`config.mk`:
```
export PLATFORM = sky130hd
export DESIGN_NAME = mdio45_master
export DESIGN_NICKNAME = d
export VERILOG_FILES = /design/src/rtl/mdio45_pkg.sv /design/src/rtl/mdio45_clkgen.sv /design/src/rtl/mdio45_frame.sv /design/src/rtl/mdio45_master.sv
export SDC_FILE = /design/constraint.sdc
export NUM_CORES = 1
export LEC_CHECK = 0
export BUFFER_PORTS_ARGS = -buffer_cell sky130_fd_sc_hd__buf_4
export CORE_ASPECT_RATIO = 1.5
export CORE_MARGIN = 2
export CORE_UTILIZATION = 59
export CTS_CLUSTER_DIAMETER = 100
export DETAILED_ROUTE_END_ITERATION = 10
export HOLD_SLACK_MARGIN = 0.06
export PLACE_DENSITY = 0.89
export SLEW_MARGIN = 20
export SYNTH_ARGS = -nofsm -noshare
export SYNTH_HDL_FRONTEND = slang
export SYNTH_SLANG_ARGS = --single-unit
```
`constraint.sdc`:
```
create_clock -name clk -period 2.35 [get_ports clk]
set_clock_uncertainty 0.15 [all_clocks]
set_input_delay 0 -clock clk [delete_from_list [all_inputs] [get_ports clk]]
set_output_delay 0 -clock clk [all_outputs]
set_load 0.02 [all_outputs]
```
`src/rtl/mdio45_pkg.sv`:
```
package mdio45_pkg;

    // Frame geometry (bit index 0 is the first bit on the wire)
    localparam int FRAME_LEN  = 64;
    localparam int IDX_W      = $clog2(FRAME_LEN);
    localparam int TA_FIRST   = 46;
    localparam int TA_SECOND  = 47;
    localparam int DATA_FIRST = 48;

    // Command word layout
    localparam int REG_W       = 32;
    localparam int F_PRT_LSB   = 16;
    localparam int F_DEV_LSB   = 21;
    localparam int F_OPC_LSB   = 26;

    localparam logic [2:0] OPC_WRITE = 3'd5;
    localparam logic [2:0] OPC_READ  = 3'd7;

    localparam logic [1:0] START_EXT = 2'b00;
    localparam logic [1:0] FOP_ADDR  = 2'b00;
    localparam logic [1:0] FOP_WRITE = 2'b01;
    localparam logic [1:0] FOP_READ  = 2'b11;
    localparam logic [1:0] TA_DRIVE  = 2'b10;

    typedef enum logic [1:0] {
        PH_IDLE = 2'd0,
        PH_ADDR = 2'd1,
        PH_DATA = 2'd2
    } phase_e;

    function automatic logic [FRAME_LEN-1:0] build_frame(
        input logic [1:0]  fop,
        input logic [4:0]  prt,
        input logic [4:0]  dev,
        input logic [15:0] payload
    );
        return {{32{1'b1}}, START_EXT, fop, prt, dev, TA_DRIVE, payload};
    endfunction

endpackage

```
`src/rtl/mdio45_clkgen.sv`:
```
module mdio45_clkgen #(
    parameter int HALF = 25
) (
    input  logic clk,
    input  logic rst_n,
    input  logic run,
    output logic mdc,
    output logic rise,
    output logic fall
);
    localparam int CW = (HALF > 2) ? $clog2(HALF) : 1;

    typedef struct packed {
        logic [CW-1:0] cnt;
        logic          mdc;
    } gen_t;

    gen_t gen_d, gen_q;
    logic wrap;

    assign wrap = (gen_q.cnt == CW'(HALF - 1));

    always_comb begin
        gen_d = gen_q;
        if (!run) begin
            gen_d = '0;
        end else if (wrap) begin
            gen_d.cnt = '0;
            gen_d.mdc = ~gen_q.mdc;
        end else begin
            gen_d.cnt = gen_q.cnt + 1'b1;
        end
    end

    always_ff @(posedge clk or negedge rst_n) begin
        if (!rst_n) gen_q <= '0;
        else        gen_q <= gen_d;
    end

    assign mdc  = gen_q.mdc;
    assign rise = run && wrap && !gen_q.mdc;
    assign fall = run && wrap &&  gen_q.mdc;

endmodule

```
`src/rtl/mdio45_frame.sv`:
```
module mdio45_frame
    import mdio45_pkg::*;
(
    input  logic                 clk,
    input  logic                 rst_n,
    input  logic                 load,
    input  logic                 is_read,
    input  logic [FRAME_LEN-1:0] frame,
    input  logic                 rise,
    input  logic                 fall,
    input  logic                 mdio_in,
    output logic                 mdio_out,
    output logic                 mdio_oe,
    output logic                 done,
    output logic                 ta_ok,
    output logic [15:0]          rd_data
);
    typedef struct packed {
        logic                 active;
        logic                 rd;
        logic [IDX_W-1:0]     idx;
        logic [FRAME_LEN-1:0] sh;
        logic                 ta_ok;
        logic [15:0]          cap;
    } eng_t;

    eng_t eng_d, eng_q;
    logic last_bit;

    assign last_bit = (eng_q.idx == IDX_W'(FRAME_LEN - 1));

    always_comb begin
        eng_d = eng_q;
        done  = 1'b0;
        if (load) begin
            eng_d.active = 1'b1;
            eng_d.rd     = is_read;
            eng_d.idx    = '0;
            eng_d.sh     = frame;
            eng_d.ta_ok  = 1'b0;
            eng_d.cap    = '0;
        end else if (eng_q.active) begin
            if (rise) begin
                if (eng_q.idx == IDX_W'(TA_SECOND))
                    eng_d.ta_ok = ~mdio_in;
                if (eng_q.idx >= IDX_W'(DATA_FIRST))
                    eng_d.cap = {eng_q.cap[14:0], mdio_in};
            end
            if (fall) begin
                if (last_bit) begin
                    eng_d.active = 1'b0;
                    done         = 1'b1;
                end else begin
                    eng_d.idx = eng_q.idx + 1'b1;
                    eng_d.sh  = {eng_q.sh[FRAME_LEN-2:0], 1'b0};
                end
            end
        end
    end

    always_ff @(posedge clk or negedge rst_n) begin
        if (!rst_n) eng_q <= '0;
        else        eng_q <= eng_d;
    end

    assign mdio_out = eng_q.active & eng_q.sh[FRAME_LEN-1];
    assign mdio_oe  = eng_q.active & ~(eng_q.rd & (eng_q.idx >= IDX_W'(TA_FIRST)));
    assign ta_ok    = eng_q.ta_ok;
    assign rd_data  = eng_q.cap;

endmodule

```
`src/rtl/mdio45_master.sv`:
```
module mdio45_master
    import mdio45_pkg::*;
#(
    parameter int                    MDC_HALF   = 25,
    parameter int                    REG_ADDR_W = 4,
    parameter logic [REG_ADDR_W-1:0] MGMT_OFS   = REG_ADDR_W'(0),
    parameter logic [REG_ADDR_W-1:0] ADDR_OFS   = REG_ADDR_W'(8)
) (
    input  logic                  clk,
    input  logic                  rst_n,
    input  logic                  reg_wr,
    input  logic [REG_ADDR_W-1:0] reg_addr,
    input  logic [REG_W-1:0]      reg_wdata,
    output logic [REG_W-1:0]      reg_rdata,
    output logic                  mdc,
    output logic                  mdio_out,
    output logic                  mdio_oe,
    input  logic                  mdio_in
);
    typedef struct packed {
        logic        busy;
        logic        rvalid;
        phase_e      phase;
        logic        launch;
        logic [15:0] addr;
        logic [15:0] data;
        logic [4:0]  prt;
        logic [4:0]  dev;
        logic [2:0]  opc;
    } ctl_t;

    ctl_t st_d, st_q;

    logic                 mgmt_wr, addr_wr, cmd_ok;
    logic [2:0]           wr_opc;
    logic                 tick_rise, tick_fall;
    logic                 frm_read, frm_done, frm_ta_ok;
    logic [15:0]          frm_rdata;
    logic [1:0]           frm_op;
    logic [FRAME_LEN-1:0] frm_bits;

    assign mgmt_wr = reg_wr && (reg_addr == MGMT_OFS);
    assign addr_wr = reg_wr && (reg_addr == ADDR_OFS);
    assign wr_opc  = reg_wdata[F_OPC_LSB +: 3];
    assign cmd_ok  = (wr_opc == OPC_WRITE) || (wr_opc == OPC_READ);

    always_comb begin
        st_d        = st_q;
        st_d.launch = 1'b0;
        case (st_q.phase)
            PH_IDLE: begin
                if (addr_wr)
                    st_d.addr = reg_wdata[15:0];
                if (mgmt_wr && cmd_ok) begin
                    st_d.busy   = 1'b1;
                    st_d.rvalid = 1'b0;
                    st_d.phase  = PH_ADDR;
                    st_d.launch = 1'b1;
                    st_d.opc    = wr_opc;
                    st_d.dev    = reg_wdata[F_DEV_LSB +: 5];
                    st_d.prt    = reg_wdata[F_PRT_LSB +: 5];
                    st_d.data   = reg_wdata[15:0];
                end
            end
            PH_ADDR: begin
                if (frm_done) begin
                    st_d.phase  = PH_DATA;
                    st_d.launch = 1'b1;
                end
            end
            PH_DATA: begin
                if (frm_done) begin
                    st_d.phase = PH_IDLE;
                    st_d.busy  = 1'b0;
                    if (st_q.opc == OPC_READ) begin
                        st_d.rvalid = frm_ta_ok;
                        st_d.data   = frm_rdata;
                    end
                end
            end
            default: st_d.phase = PH_IDLE;
        endcase
    end

    always_ff @(posedge clk or negedge rst_n) begin
        if (!rst_n) st_q <= '0;
        else        st_q <= st_d;
    end

    // Frame selection for the engine
    assign frm_read = (st_q.phase == PH_DATA) && (st_q.opc == OPC_READ);
    assign frm_op   = (st_q.phase == PH_ADDR) ? FOP_ADDR :
                      (st_q.opc == OPC_READ)  ? FOP_READ : FOP_WRITE;
    assign frm_bits = build_frame(frm_op, st_q.prt, st_q.dev,
                                  (st_q.phase == PH_ADDR) ? st_q.addr : st_q.data);

    mdio45_clkgen #(
        .HALF (MDC_HALF)
    ) u_clkgen (
        .clk   (clk),
        .rst_n (rst_n),
        .run   (st_q.busy),
        .mdc   (mdc),
        .rise  (tick_rise),
        .fall  (tick_fall)
    );

    mdio45_frame u_frame (
        .clk      (clk),
        .rst_n    (rst_n),
        .load     (st_q.launch),
        .is_read  (frm_read),
        .frame    (frm_bits),
        .rise     (tick_rise),
        .fall     (tick_fall),
        .mdio_in  (mdio_in),
        .mdio_out (mdio_out),
        .mdio_oe  (mdio_oe),
        .done     (frm_done),
        .ta_ok    (frm_ta_ok),
        .rd_data  (frm_rdata)
    );

    // Register readback
    always_comb begin
        reg_rdata = '0;
        if (reg_addr == MGMT_OFS)
            reg_rdata = {1'b0, st_q.busy, st_q.rvalid, st_q.opc,
                         st_q.dev, st_q.prt, st_q.data};
        else if (reg_addr == ADDR_OFS)
            reg_rdata = {16'h0000, st_q.addr};
    end

endmodule

```
==> flow_metrics.tcl, run 1 <==
set metrics [dict create \
    fp.dieW_um 92.9 \
    antenna_found_initial 0 \
    grt_max_degree 119 \
    min_path_type "input port to flip-flop" \
    core_area_um2 11500 \
    vias 6136 \
    cp_data_required_time_ns 2.49 \
    cts_max_path_buffers 2 \
    grt_util_all_layers 0.323 \
    dp_hpwl_um 10800 \
    finalNetCount 843 \
    synth-seq-cells 145 \
    setup_viol 0 \
    criticalPathCategory "flip-flop to flip-flop" \
    outcome "finished clean" \
    cts.clk_slew.worst_paths_ns 0.06 \
    p_total_mw 5.51 \
    firstDrtPassIters 5 \
    critical_path.startpoint "st_q[47]" \
    wl_per_cell_um 20.7 \
    slew_violations 0 \
    synthDistinctLibCells 50 \
    switching_share 0.212 \
    die_h_um 137 \
    slew_headroom 0.492 \
    synthCells 701 \
    ant_nets 0 \
    initial_core_util 0.607 \
    fin_crit_sh 0.968 \
    worstRegToRegCells 6 \
    whs_ns 0.0882 \
    synthesis.nets 745 \
    min_period_ns 2.28 \
    area_growth_pct 24.1 \
    ios 75 \
    fin_cells 962 \
    drt_iter0_drc 670 \
    crit_path_max_fanout 15 \
    seq_area_frac_synth 0.519 \
    async_reset_ff_frac 1.00 \
    antenna_cells 0 \
    grt-ovfl-total 0 \
    drv_cap 0 \
    clkLatencyLatePin_ns 0.42 \
    timing.rr.end "frm_bits[22]" \
    drc_errors 0 \
    arrival_ns 2.41 \
    hold_viol 0 \
    dieArea_um2 12800 \
    tightest_slew_ns 0.762 \
    drt-total-wl_um 19900 \
    p_comb_frac 0.034 \
    synth_edf_count 0 \
    fill_cells 685 \
    tns_ns 0 \
    rrSetupSlack_ns 0.07 \
    avgSynthCellArea_um2 9.98 \
    gp_congestion 0.814 \
    cts_sinks 145 \
    drive_gt1_frac 0.196 \
    h-tree-depth 4 \
    power_per_cell_area_nw_per_um2 635 \
    port_buffers 70 \
    p_int_mw 4.34 \
    r2r-start "st_q[47]" \
    rows 48 \
    clockPowerShare 0.514 \
    rsz0062_at_grt "true" \
    seq_power_share 0.453 \
    layout_common_cells "177 x nand2_1, 144 x dfrtp_1, 89 x buf_4, 62 x a21oi_1" \
    startpoint_type "flip-flop" \
    viasPerCell 6.38 \
    dp_cells 892 \
    final_common_cell "nand2_1" \
    peakVddDrop_mv 0.523 \
    clock.fmax_mhz 440 \
    switchingPower_mw 1.17 \
    synth_ff_type "dfrtp_1" \
    final_util 0.753 \
    cts_made_buffers 17 \
    first_global_vias 6335 \
    cts_tree "built" \
    p_leak_nw 4.11 \
    endpoint_kind "flip-flop" \
    crit_end "frm_bits[22]" \
    grt_pass1_wl_um 31600 \
    clockRootBuffer "clkbuf_16" \
    synth_warnings 0 \
    synthesis.area_um2 7000 \
]
## cells in the mapped netlist (2+ instances only)
master / instances / area [um2]
o21ai_0: 10 / 50.1
nand3_4: 2 / 35.0
nor2_1: 12 / 45.0
nand2_1: 177 / 664
nor2b_1: 13 / 81.3
buf_4: 12 / 90.1
nor3_1: 2 / 10.0
clkbuf_1: 23 / 86.3
xnor2_1: 3 / 26.3
buf_2: 14 / 70.1
a311oi_1: 17 / 149
a2bb2oi_1: 16 / 140
dfrtp_1: 145 / 3630
inv_1: 8 / 30.0
and4_1: 2 / 17.5
a22oi_1: 15 / 113
or3_1: 2 / 12.5
a22o_1: 16 / 140
nand3b_1: 36 / 270
nand3_1: 5 / 25.0
a21oi_1: 62 / 310
and3_1: 2 / 12.5
and2_1: 36 / 225
mux2_2: 8 / 90.1
mux2_4: 10 / 150
nand2b_1: 8 / 50.1
mux2i_1: 19 / 190
ha_1: 4 / 50.1
## metrics by stage
stage	instance area, um2	setup slack (ns)
4_1_cts	8660	0.0720
3_3_place_gp	7670	0.278
3_5_place_dp	7670	0.185
2_1_floorplan	7000	0.427
5_1_grt	8690	-0.0119
6_report	8690	0.0748
## cell families (layout without fill, tap and decap cells)
group	after synthesis	after routing	share of synthesized area
and+or+nand+nor	308	308	0.226
AOI/OAI and AO/OA	145	145	0.142
DFF	145	145	0.519
buffers and inverters	58	169	0.0411
muxes	37	37	0.0615
adders and majority gates	4	4	0.00715
xor gates and xnor gates	3	3	0.00376
other	1	1	0.000536
## sequential cells by signal, summed over array words and instances (netlist names)
name / cells
frm_bits: 10
st_q: 40
u_clkgen.gen_q: 5
u_clkgen.mdc: 1
u_frame.eng_q: 72
u_frame.rd_data: 16
u_frame.ta_ok: 1
## routing by layer
metal | global-route usage | wire length, um | up-vias
li1 | - | - | 2615
met5 | 0 | 0 | -
met3 | 0.0591 | 1170 | 107
met4 | 0.199 | 1040 | 0
met1 | 0.362 | 7000 | 3037
met2 | 0.567 | 10700 | 377
## cell type report
cell class              instances  area (um2)  share of cell area
flip-flops and latches        145        3630               0.418
multi-input cells             498        3100               0.357
repair buffers                129        1120               0.129
clock buffers                  20         467              0.0537
well taps                     150         188              0.0216
clock inverters                12         156              0.0180
inverters                       8        30.0             0.00346
## worst max-delay path: stages, from the launching register on
cell	delay [ns]
dfrtp_1	0.43
nor2_1	0.38
nand3_4	0.17
dlygate4sd3_1	0.63
buf_4	0.21
nand2_1	0.09
nand2_1	0.09
## what timing repair did
action                                  CTS  global route
resized for setup                         0             2
endpoints found under the setup margin    0            19
setup buffers                             0             3
hold buffers                             35             0
endpoints found under the hold margin   195             0
## worst min-delay path by stage
stage	from	endpoint	cells past startpoint
final	reg_wr	st_q[39]	3
after global routing	reg_wr	st_q[32]	3
after global placement	rst_n	u_clkgen.gen_q[5]	1
after CTS	reg_wr	st_q[32]	3
after floorplan	rst_n	frm_bits[18]	0
after detailed placement	rst_n	u_clkgen.gen_q[3]	1
## power by group through the flow
stage                     clock, mW  sequential, mW  combinational, mW
final                          2.83            2.50              0.185
after floorplan                   0            2.54             0.0152
after global routing           2.94            2.50              0.201
after detailed placement          0            2.54              0.131
after CTS                      2.83            2.50              0.182
after global placement            0            2.54              0.127
(Power assumes the default switching activity.)
==> inputs of run 2 (changes only) <==
--- a/config.mk
+++ b/config.mk
@@ -8,11 +8,12 @@
 export BUFFER_PORTS_ARGS = -buffer_cell sky130_fd_sc_hd__buf_4
 export CORE_ASPECT_RATIO = 1.5
 export CORE_MARGIN = 2
-export CORE_UTILIZATION = 59
+export CORE_UTILIZATION = 61
+export CTS_BUF_LIST = sky130_fd_sc_hd__clkbuf_8
 export CTS_CLUSTER_DIAMETER = 100
 export DETAILED_ROUTE_END_ITERATION = 10
 export HOLD_SLACK_MARGIN = 0.06
-export PLACE_DENSITY = 0.89
+export PLACE_DENSITY = 0.94
 export SLEW_MARGIN = 20
 export SYNTH_ARGS = -nofsm -noshare
 export SYNTH_HDL_FRONTEND = slang
==> run 2 against run 1 <==
  * Fmax decreased by 2.6%
  * Total power decreased by 14%
  * Sequential cell count unchanged
  * Highest routed layer unchanged
  * Register-to-register slack got worse by 0.06 ns
  * Clock power decreased by 28%
  * Die area decreased by 3.2%
  * Sequential share of layout area increased by 0.21 points
  * Sequential power about the same
  * Utilization increased by 2.4 points
  * Clock-buffer cell count decreased by 2
  * Setup slack got worse by 0.060 ns
  * Wire length increased by 1.4%
==> flow_metrics.tcl, run 2 (same netlist as run 1, synthesis figures left out) <==
set metrics [dict create \
    slowest_delay_ns 0.42 \
    fin_crit_sh 0.994 \
    first_global_vias 6316 \
    rsz0062_at_grt "true" \
    top_register "u_frame.eng_q" \
    cts_made_buffers 17 \
    wl_per_cell_um 20.6 \
    dp_cells 888 \
    drive_gt1_frac 0.192 \
    criticalPathCategory "flip-flop to flip-flop" \
    finalNetCount 861 \
    min_period_ns 2.34 \
    grt_max_degree 119 \
    outcome "finished clean" \
    clockRootBuffer "clkbuf_8" \
    initial_core_util 0.630 \
    largest_reg_flops 72 \
    firstDrtPassIters 5 \
    grt-ovfl-total 0 \
    clkLatencyLatePin_ns 0.47 \
    cts_sinks 145 \
    dp_hpwl_um 10800 \
    p_leak_nw 4.08 \
    crit_path_max_fanout 16 \
    fin_area_um2 8640 \
    tightest_slew_ns 0.776 \
    worstPathCellList "inv_1 > ha_1 > and4b_2 > buf_4 > nand4_4 > o21ai_4 > buf_4 > a2bb2oi_1" \
    final_common_cell "nand2_1" \
    route.met3.wl_um 1690 \
    power_per_cell_area_nw_per_um2 546 \
    crit_buf_inv 3 \
    gp_congestion 0.877 \
    layout_common_cells "177 x nand2_1, 144 x dfrtp_1, 89 x buf_4, 62 x a21oi_1, 53 x dlygate4sd3_1" \
    ant_nets 0 \
    ios 75 \
    p_total_mw 4.71 \
    tns_ns 0 \
    arrival_ns 2.54 \
    fill_cells 568 \
    rows 47 \
    slew_headroom 0.483 \
    drt_iter0_drc 825 \
    fin_cells 977 \
    antenna_found_initial 0 \
    viasPerCell 6.41 \
    drc_errors 0 \
    area_growth_pct 23.5 \
    clock.fmax_mhz 428 \
    crit_top_cell "buf_4" \
    peakVddDrop_mv 0.571 \
    drt-total-wl_um 20200 \
    critPathSlowestCell "dfrtp_1" \
    grt_pass1_wl_um 32800 \
    setup_viol 0 \
    hold_viol 0 \
    critical-path-top-delay-family "buffers and inverters" \
    met2WireLength_um 10400 \
    cts.clk_slew.worst_paths_ns 0.09 \
    vias 6265 \
    antenna_cells 0 \
    fp.dieW_um 91.5 \
    cp_data_required_time_ns 2.55 \
    highest_layer "met4" \
    dieArea_um2 12400 \
    core_area_um2 11100 \
    startpoint_type "flip-flop" \
    die_h_um 135 \
    whs_ns 0.166 \
    grt_util_all_layers 0.341 \
    drv_cap 0 \
    cts_tree "built" \
    port_buffers 70 \
    post_dp_cell_area_um2 7670 \
    h-tree-depth 4 \
    endpoint_kind "flip-flop" \
    cts_max_path_buffers 2 \
    min_path_type "input port to flip-flop" \
    wl_met1_um 6930 \
    slew_violations 0 \
]
==> run 2: cell types whose count changed in the layout (fill, tap and decap cells not counted), sizes merged <==
cell and change:
clkinv +1, clkinvlp -2, dlygate4sd3 +19, inv +4, buf -1, bufinv -1, clkbuf -2
==> run 2: cell type report <==
class,count,area [um2],share of cell area
flip-flops and latches,145,3630,0.420
multi-input cells,498,3100,0.359
repair buffers,147,1290,0.149
clock buffers,18,248,0.0287
well taps,147,184,0.0213
clock inverters,14,156,0.0181
inverters,8,30.0,0.00347
==> run 2: routing by layer <==
layer / track usage / up-vias
met5: 0 / -
met4: 0.196 / 0
met3: 0.0751 / 112
met2: 0.576 / 427
met1: 0.402 / 3081
li1: - / 2645
==> run 2: through the flow <==
stage	utilization	setup slack, ns
after floorplan	-	0.427
after global placement	0.690	0.297
after detailed placement	0.690	0.196
after CTS	0.774	0.0158
after global routing	0.778	-0.0136
final	0.778	0.0150
==> run 2: worst register-to-register path: stages (launching register included) <==
cell       delay, ns
dfrtp_1         0.42
inv_1           0.07
ha_1            0.22
and4b_2         0.32
buf_4           0.18
nand4_4         0.11
o21ai_4         0.16
buf_4           0.27
a2bb2oi_1       0.32
==> run 2: path summary, 6_finish.rpt <==
path | startpoint | end | slack, ns | depth (start not counted)
max in group asynchronous | rst_n | u_frame.eng_q[20] | 0.80 | 4
hold / removal | reg_wdata[5] | st_q[34] | 0.17 | 3
hold reg to reg | u_frame.eng_q[69] | u_frame.eng_q[70] | 0.35 | 2
setup / recovery | u_clkgen.gen_q[1] | st_q[13] | 0.01 | 8
setup reg to reg | u_clkgen.gen_q[1] | st_q[13] | 0.01 | 8
min in group asynchronous | rst_n | st_q[33] | 0.45 | 3
==> run 2: timing repair <==
item,in CTS,in global routing
resized for setup,0,4
hold endpoints to repair,195,0
hold buffers,53,0
setup buffers,0,4
setup endpoints to repair,0,24
==> run 2: power breakdown <==
part           switching [mW]  internal [mW]  leakage (nW)
clock                    1.05          0.988         0.203
combinational          0.0955         0.0875          2.04
sequential                  0           2.49          1.84
total                    1.15           3.57          4.08
